--- config.mk ---
export PLATFORM = sky130hd
export DESIGN_NAME = radio_pm_ctrl
export DESIGN_NICKNAME = d
export VERILOG_FILES = /design/src/rtl/pmc_pkg.sv /design/src/rtl/pmc_attn_sync.sv /design/src/rtl/pmc_delay_ctr.sv /design/src/rtl/pmc_clko_gate.sv /design/src/rtl/radio_pm_ctrl.sv
export SDC_FILE = /design/constraint.sdc
export NUM_CORES = 1
export LEC_CHECK = 0
export ABC_AREA = 1
export BUFFER_PORTS_ARGS = -buffer_cell sky130_fd_sc_hd__buf_2
export CAP_MARGIN = 20
export CORE_MARGIN = 4
export CORE_UTILIZATION = 53
export CTS_BUF_LIST = sky130_fd_sc_hd__clkbuf_16
export CTS_CLUSTER_SIZE = 24
export DETAILED_ROUTE_END_ITERATION = 6
export PLACE_DENSITY = 0.85
export SETUP_SLACK_MARGIN = 0.3
export SLEW_MARGIN = 20
export SYNTH_ARGS = -nofsm -noshare
export SYNTH_HDL_FRONTEND = slang
export SYNTH_SLANG_ARGS = --single-unit
--- constraint.sdc ---
create_clock -name clk -period 2.33 [get_ports clk]
set_input_delay 0.3495 -clock clk [delete_from_list [all_inputs] [get_ports clk]]
set_output_delay 0.3495 -clock clk [all_outputs]
set_load 0.01 [all_outputs]
--- src/rtl/pmc_pkg.sv ---
// Shared mode codes and the clock-output period helper.
// Assumes a reference clock that the divider select divides directly.
package pmc_pkg;

    typedef enum logic [2:0] {
        PM_OFF   = 3'd0,
        PM_HIB   = 3'd1,
        PM_DOZE  = 3'd2,
        PM_IDLE  = 3'd3,
        PM_RX    = 3'd4,
        PM_TX    = 3'd5
    } pm_mode_e;

    // Select at or above which the clock output is slow enough for Doze.
    localparam logic [2:0] CLKO_SLOW_SEL = 3'd4;

    // Reference cycles in one clock-output period for a divider select.
    function automatic int unsigned clko_period(input logic [2:0] sel);
        int unsigned p;
        case (sel)
            3'd5:    p = 256;
            3'd6:    p = 488;
            3'd7:    p = 976;
            default: p = 32'd1 << sel;
        endcase
        return p;
    endfunction

endpackage

--- src/rtl/pmc_attn_sync.sv ---
// Synchronises the asynchronous attention line and flags its rising edge.
// Assumes the line stays high for at least two reference cycles.
module pmc_attn_sync #(
    parameter int STAGES = 2
) (
    input  logic clk,
    input  logic rst_n,
    input  logic attn_async,
    output logic attn_rise
);
    logic [STAGES:0] shreg;

    // Shift chain: STAGES synchroniser flops plus one history flop.
    always_ff @(posedge clk) begin
        if (!rst_n) shreg <= '0;
        else        shreg <= {shreg[STAGES-1:0], attn_async};
    end

    assign attn_rise = shreg[STAGES-1] & ~shreg[STAGES];
endmodule

--- src/rtl/pmc_delay_ctr.sv ---
// Down-counter that times one mode transition.
// Assumes load_val >= 1. done pulses on the last busy cycle.
module pmc_delay_ctr #(
    parameter int CW = 18
) (
    input  logic          clk,
    input  logic          rst_n,
    input  logic          start,
    input  logic [CW-1:0] load_val,
    output logic          busy,
    output logic          done
);
    logic [CW-1:0] cnt;

    // Load on start, then count down to zero while busy.
    always_ff @(posedge clk) begin
        if (!rst_n) begin
            busy <= 1'b0;
            cnt  <= '0;
        end else if (start) begin
            busy <= 1'b1;
            cnt  <= load_val - CW'(1);
        end else if (busy) begin
            if (cnt == '0) busy <= 1'b0;
            else           cnt  <= cnt - CW'(1);
        end
    end

    assign done = busy && (cnt == '0);
endmodule

--- src/rtl/pmc_clko_gate.sv ---
// Decides whether the divided clock output may run in the present mode.
// Assumes mode is the settled mode from the sequencer.
module pmc_clko_gate
    import pmc_pkg::*;
(
    input  pm_mode_e   mode,
    input  logic       en_bit,
    input  logic [2:0] sel,
    output logic       oe
);
    // Mode-dependent gating of the enable bit.
    always_comb begin
        case (mode)
            PM_IDLE, PM_RX, PM_TX: oe = en_bit;
            PM_DOZE:               oe = en_bit && (sel >= CLKO_SLOW_SEL);
            default:               oe = 1'b0;
        endcase
    end
endmodule

--- src/rtl/radio_pm_ctrl.sv ---
// Power-mode sequencer for a radio modem: accepts mode requests, wake
// events and operation-end strobes, times every transition in reference
// cycles and drives oscillator, serial port and clock-output enables.
// Assumes single-cycle strobes and a synchronous active-low reset.
module radio_pm_ctrl
    import pmc_pkg::*;
#(
    parameter int RST_CYC  = 160000,
    parameter int HIB_CYC  = 112000,
    parameter int DOZE_CYC = 4800,
    parameter int TURN_CYC = 2304
) (
    input  logic       clk,
    input  logic       rst_n,
    input  logic       attn_i,
    input  logic       timer_hit_i,
    input  logic       req_valid_i,
    input  logic [2:0] req_mode_i,
    input  logic       op_end_i,
    input  logic       clko_en_i,
    input  logic [2:0] clko_sel_i,
    output logic [2:0] mode_o,
    output logic       busy_o,
    output logic       ready_o,
    output logic       osc_en_o,
    output logic       spi_en_o,
    output logic       clko_oe_o,
    output logic       pin_drive_o
);
    localparam int MAX_A   = (RST_CYC > HIB_CYC) ? RST_CYC : HIB_CYC;
    localparam int MAX_B   = (DOZE_CYC + 976 > TURN_CYC) ? DOZE_CYC + 976 : TURN_CYC;
    localparam int MAX_DLY = (MAX_A > MAX_B) ? MAX_A : MAX_B;
    localparam int CW      = $clog2(MAX_DLY + 1);

    pm_mode_e      mode_q, tgt_q, tgt_d, imm_tgt;
    logic          start, imm_go, busy, done, attn_rise;
    logic [CW-1:0] load_val;
    pm_mode_e      req_code;

    assign req_code = pm_mode_e'(req_mode_i);

    pmc_attn_sync #(.STAGES(2)) u_sync (
        .clk        (clk),
        .rst_n      (rst_n),
        .attn_async (attn_i),
        .attn_rise  (attn_rise)
    );

    pmc_delay_ctr #(.CW(CW)) u_dly (
        .clk      (clk),
        .rst_n    (rst_n),
        .start    (start),
        .load_val (load_val),
        .busy     (busy),
        .done     (done)
    );

    pmc_clko_gate u_clko (
        .mode   (mode_q),
        .en_bit (clko_en_i),
        .sel    (clko_sel_i),
        .oe     (clko_oe_o)
    );

    // Choose a timed or immediate transition from the settled mode.
    always_comb begin
        start    = 1'b0;
        imm_go   = 1'b0;
        imm_tgt  = PM_IDLE;
        tgt_d    = PM_IDLE;
        load_val = CW'(1);
        if (!busy) begin
            case (mode_q)
                PM_OFF: begin
                    start    = 1'b1;
                    load_val = CW'(RST_CYC);
                end
                PM_IDLE: begin
                    if (req_valid_i) begin
                        case (req_code)
                            PM_HIB, PM_DOZE: begin
                                imm_go  = 1'b1;
                                imm_tgt = req_code;
                            end
                            PM_RX, PM_TX: begin
                                start    = 1'b1;
                                tgt_d    = req_code;
                                load_val = CW'(TURN_CYC);
                            end
                            default: ;
                        endcase
                    end
                end
                PM_HIB: begin
                    if (attn_rise) begin
                        start    = 1'b1;
                        load_val = CW'(HIB_CYC);
                    end
                end
                PM_DOZE: begin
                    if (attn_rise || timer_hit_i) begin
                        start    = 1'b1;
                        load_val = CW'(DOZE_CYC) + CW'(clko_period(clko_sel_i));
                    end
                end
                PM_RX, PM_TX: begin
                    if (op_end_i) imm_go = 1'b1;
                end
                default: ;
            endcase
        end
    end

    // Mode register: settle on counter completion or take an immediate move.
    always_ff @(posedge clk) begin
        if (!rst_n) begin
            mode_q <= PM_OFF;
            tgt_q  <= PM_IDLE;
        end else begin
            if (start) tgt_q <= tgt_d;
            if (done)        mode_q <= tgt_q;
            else if (imm_go) mode_q <= imm_tgt;
        end
    end

    assign mode_o      = mode_q;
    assign busy_o      = busy;
    assign ready_o     = !busy && (mode_q != PM_OFF);
    assign spi_en_o    = (mode_q == PM_IDLE) || (mode_q == PM_RX) || (mode_q == PM_TX);
    assign osc_en_o    = busy || (mode_q == PM_DOZE) || spi_en_o;
    assign pin_drive_o = (mode_q != PM_OFF);
endmodule

Yosys cells after proc, flatten, opt, wreduce, memory -nomap -nowiden:

Cells that the tools add are included.

* register bits after elaboration: 28
* bits of input ports: 13

* add/subtract/negate cells: 3
* magnitude comparators: 1
* equality and inequality tests: 13
* shift operators: 1
* muxes and demuxes: 38
* bitwise operators: 2
* reduce and logical (&&, ||, !) cells: 19

Operator list (number)
* $mux W18: 8
* $pmux W18 S4: 1
* $pmux W18 S3: 1
* $sub A18 B1 Y18 const B: 2
* $mux W3: 10
* $mux W12: 2
* $eq A3 B3 Y1 const B: 7
* $add A13 B18 Y18 const A: 1
* $logic_not A18 Y1: 1
* $shl A1 B3 Y18 const A: 1
* $mux W17: 1
* $mux W1: 12
* $eq A3 B2 Y1 const B: 3
* $eq A3 B1 Y1 const B: 2
* $reduce_or A2 Y1: 3
* $logic_or A1 B1 Y1: 5
* $pmux W1 S2: 2
* $pmux W1 S4: 1
* $reduce_bool A2 Y1: 2
* $ge A3 B3 Y1 const B: 1
* $logic_and A1 B1 Y1: 3
* $logic_not A3 Y1: 1
* $reduce_bool A3 Y1: 1
* $reduce_or A3 Y1: 1
* other kinds (5): 5

Longest topological paths before layout:

* depth in word-level cells: 12
* depth in mapped cells: 18

Modules after synthesis:

From an unflattened synthesis, not the netlist that was laid out.

* cells, all modules: 404
* area, all modules: 2528.7 um2

Modules (own cells, without submodules)
* pmc_delay_ctr: instances 1, cells an instance 279, area an instance 1819.2 um2, sequential area each 380.4 um2
* radio_pm_ctrl: instances 1, cells an instance 105, area an instance 575.6 um2, sequential area each 120.1 um2
* pmc_attn_sync: instances 1, cells an instance 11, area an instance 92.6 um2, sequential area each 60.1 um2
* pmc_clko_gate: instances 1, cells an instance 9, area an instance 41.3 um2, sequential area each 0.0 um2

Worst setup path after synthesis:

OpenSTA, ideal clock, no wires.

* path kind: register -> register
* start: register mode_q[0], in the netlist mode_o[0]
* end: register u_dly.cnt[16]
* library setup time: 0.109 ns
* arrival: 2.145 ns
* data required time: 2.221 ns
* setup slack: 0.076 ns
* cell stages (with the launch flop): 18
* buffers on the path: 1
* clock period less this slack: 2.254 ns
* cells stage by stage: dfxtp_1 inv_2 nor2_1 nand3_2 nand2_2 o21bai_4 buf_6 a21oi_4 ha_1 inv_1 nor2_2 nand2_1 nor2_2 nand2_1 nand2_1 nand3_1 nand2_1 inv_1

* cells in the longest elaborated chain, start to end: 5
* elaborated cells on any way between the ends: 13
* those cells by class: 1 x add/sub; 4 x eq/ne; 5 x mux; 3 x reduce/logical

RTL lines
* from (decl): RTL line radio_pm_ctrl.sv:35 `pm_mode_e mode_q, tgt_q, tgt_d, imm_tgt;`
* from (signal assigned): RTL line radio_pm_ctrl.sv:121 `if (done) mode_q <= tgt_q;`
* from (signal assigned): RTL line radio_pm_ctrl.sv:122 `else if (imm_go) mode_q <= imm_tgt;`
* $eq A3 B2 Y1 (tied with other cells): RTL line radio_pm_ctrl.sv:73 `case (mode_q)`
* $pmux W18 S4 or $pmux W1 S4 (tied branches): RTL line radio_pm_ctrl.sv:73
* $mux W18 or $mux W1 (tied branches): RTL line radio_pm_ctrl.sv:72 `if (!busy) begin`
* $sub A18 B1 Y18 (tied with other cells): RTL line pmc_delay_ctr.sv:22 `cnt <= load_val - CW'(1);`
* $mux W18 or $reduce_and A2 Y1 (tied branches)
* to (signal assigned): RTL line pmc_delay_ctr.sv:22
* to (signal assigned): RTL line pmc_delay_ctr.sv:25 `else cnt <= cnt - CW'(1);`
* to (decl): RTL line pmc_delay_ctr.sv:13 `logic [CW-1:0] cnt;`

Parallel ways exist; a longest one is shown, timed or not.
A chain may end at the register's enable or synchronous reset.

Worst setup path after layout:

* start: register mode_q[0], in the netlist mode_o[0]
* end: register u_dly.cnt[10]

The elaborated chain is that of the path after synthesis.

==> flow_summary.ini <==
[run_status]
run_status = finished clean

[power_and_ir_drop]
cell_internal_pwr_w = 0.001065
pwr-share-comb = 0.433
peakVddDrop_uv = 588.0
power_switching_w = 0.0007256
p_seq_frac = 0.342
netSwitchingFraction = 0.4053
share_of_total_power_in_the_clock_network = 0.225
power.density_nw_per_um2 = 631.5
p_leak_nw = 1.437

[logic_synthesis]
netlist-cell-type-count = 36
post_synth_inst_count = 350
ys_seq_elements = 28
synth_area_um2 = 2073
synth.yosys.warnings = 0
synth_top_flop_cell = dfxtp_1
synthesis.nets = 364
netlist_top_cells_area = dfxtp_1 (27%), nand2_1 (19%), inv_1 (9.8%)
yosysMostFrequentCell = nand2_1
netlist.top_cell.by_area = dfxtp_1
seq_total_area_yosys = 0.2704
synth-edff-count = 0
synth.top_cell.area_share = 0.2704
avgSynthCellArea_um2 = 5.924
postSynth.asyncResetShare = 0
synth.top_cells.by_count = nand2_1 (107), inv_1 (54), nor2_1 (35), nand3_1 (33), dfxtp_1 (28)

[timing]
timing.clock.skew_ns = 0.003931
grt_setup_unrepaired = true
report.final.slew_viol_count = 0
setup_violations = 0
finalWorstPathRequiredPeriod_ns = 2.192
fmaxAchievable_mhz = 456.3
timing_worst_slew_pin_value_ns = 0.4381
slew_headroom = 0.7079
hold_viol_final = 0
setup-tns-final_ns = 0
timing.final.crit_share = 0.9406

[clock_network]
tritoncts_buffer_count = 3
clock-root-buffer = clkbuf_16
clock_sink_count = 28
cts.reportedPaths.clkPinSlew_ns = 0.07
number_of_buffers_between_clock_root_and_the_deepest_sink = 2
worst_skew_pair.late_latency_ns = 0.27
htree_levels = 1
cts_tree = done

[finish]
area_growth_from_synthesis_to_layout_pct = 36.75
layout.nets = 413
stdcell_area_um2 = 2835
final_layout_size_suffix_gt1_frac = 0.3241
post_layout_nonfiller_instances = 446
antenna_cells_inserted = 0

[grt]
globalRouteOverflowTotal = 0
track_usage = 0.2731
grt_first_pass_wirelength_mm = 11.21
via_count_of_the_first_global_routing_pass = 2469
largest_net_degree_at_the_start_of_global_routing = 22
antenna_found_initial = 0

[floorplanning]
dieArea_um2 = 4977
vert_die_dim_um = 70.55
core_um2 = 3716
initial_core_utilization = 0.5579
placementRows = 22
die_w_um = 70.55
floorplan.io_pins = 22

[critical_path]
crit_path_max_fanout = 11
crit_path_start_kind = flop
worst-endpoint-arrival_ns = 2.41
critical_path_required_ns = 2.54
worstSetupPathType = flop to flop
r2r_setup_slack_ns = 0.14
timing.critical_path.to_type = flop

[route]
dr_total_vias = 2680
wire_per_inst_um = 16.39
firstDrtPassIters = 5
initialDrtViolationCount = 273
antenna_left = 0
drc_errors = 0
vias_per_cell = 6.009
totalWireLength_mm = 7.309

[placement]
dpl.hpwl_mm = 4.053
dpl.cell_count = 417
routabilityCongestion = 0.9733
post_dp_cell_area_um2 = 2286
port_buffers = 21

[job]
drv_cap = 0

[hold_path]
timing.hold.worst.class = input pin to flop
critical path: stages, from the launching register on:
cell	delay, ns
dfxtp_4	0.38
inv_6	0.05
nor2_4	0.13
nand3_4	0.12
nand2_4	0.11
o21bai_4	0.14
buf_12	0.18
nand2_1	0.10
nand2_4	0.09
nor2_2	0.16
nand4_1	0.20
o21ai_0	0.29
nand3_1	0.10
nand2_1	0.06
placed cells by master, fill, tap and decap left out, types with 3 or more instances in the layout:
cell type	synthesis	routed
dfxtp_1	28	22
inv_2	2	3
buf_4	1	25
nor2_1	35	20
nor2_4	1	13
nor2_2	6	10
nand4_1	7	7
nor3_1	5	4
inv_1	54	51
nand2_1	107	84
o21ai_0	21	20
clkbuf_16	0	3
buf_2	1	21
nand2_2	4	17
a31oi_1	4	4
dfxtp_4	0	3
nand2_4	0	10
nor4_1	4	4
a21oi_1	10	8
dfxtp_2	0	3
nand3_1	33	32
per-stage QoR:
step | util | worst slack [ns] | total power, W | hold slack (ns)
floorplan | - | 0.2014 | 0.001011 | 0.3905
global placement | 0.6152 | 0.1253 | 0.001134 | 0.4028
detailed placement | 0.6152 | 0.01877 | 0.001144 | 0.4114
CTS | 0.7165 | 0.2778 | 0.001661 | 0.2820
global route | 0.7630 | 0.02850 | 0.001878 | 0.2812
finish | 0.7630 | 0.1385 | 0.001790 | 0.2716
power groups by stage:
stage | logic [W] | clock network, W | registers [W]
2_1_floorplan | 0.000417 | 0 | 0.000594
3_3_place_gp | 0.000524 | 0 | 0.000610
3_5_place_dp | 0.000533 | 0 | 0.000611
4_1_cts | 0.000659 | 0.000400 | 0.000602
5_1_grt | 0.000841 | 0.000419 | 0.000619
6_report | 0.000776 | 0.000402 | 0.000612
final timing paths:
path / startpoint / end / cells after the start
hold reg to reg: u_sync.shreg[0] / u_sync.shreg[1] / 2
setup / recovery: mode_o[0] / u_dly.cnt[10] / 13
hold / removal: attn_i / u_sync.shreg[0] / 3
setup reg to reg: mode_o[0] / u_dly.cnt[10] / 13
registers in the layout (all words and copies together) (netlist names):
name	flops
u_dly.busy	1
tgt_q	3
u_sync.shreg	3
u_dly.cnt	18
mode_o	3
routing by layer:
| metal | routed length (um) | GRT usage | up-vias |
|---|---|---|---|
| met2 | 3443 | 0.4636 | 193 |
| met4 | 421 | 0.1315 | 0 |
| li1 | - | - | 1233 |
| met1 | 2747 | 0.3269 | 1205 |
| met5 | 0 | 0 | - |
| met3 | 697 | 0.05966 | 49 |
final cells by class:
| cell class | instances | area (um^2) |
|---|---|---|
| fillers | 217 | 880.8 |
| inverters | 56 | 217.7 |
| well taps | 48 | 60.06 |
| clock buffers | 3 | 75.07 |
| flip-flops and latches | 28 | 575.6 |
| clock inverters | 1 | 3.754 |
| repair buffers | 50 | 371.6 |
| multi-input cells | 260 | 1531 |
timing repair:
| item | CTS | global route |
|---|---|---|
| gates cloned | 2 | 0 |
| resized for setup | 38 | 38 |
| pin swaps | 22 | 11 |
| buffers inserted | 17 | 6 |
| hold buffers | 0 | 0 |
| endpoints found under the setup margin | 14 | 18 |
logic make-up (layout without fill, tap and decap cells):
family                   after synthesis  count (layout)  share of synthesized area
adder cells (fa/ha/maj)                1               1                   0.006034
buffers and inverters                 63             110                     0.1201
AO/OA/AOI/OAI                         46              46                     0.1364
XOR/XNOR                               2               2                   0.008451
AND/OR/NAND/NOR                      210             211                     0.4587
flip-flops                            28              28                     0.2704
Power figures use the tool's default switching activity.
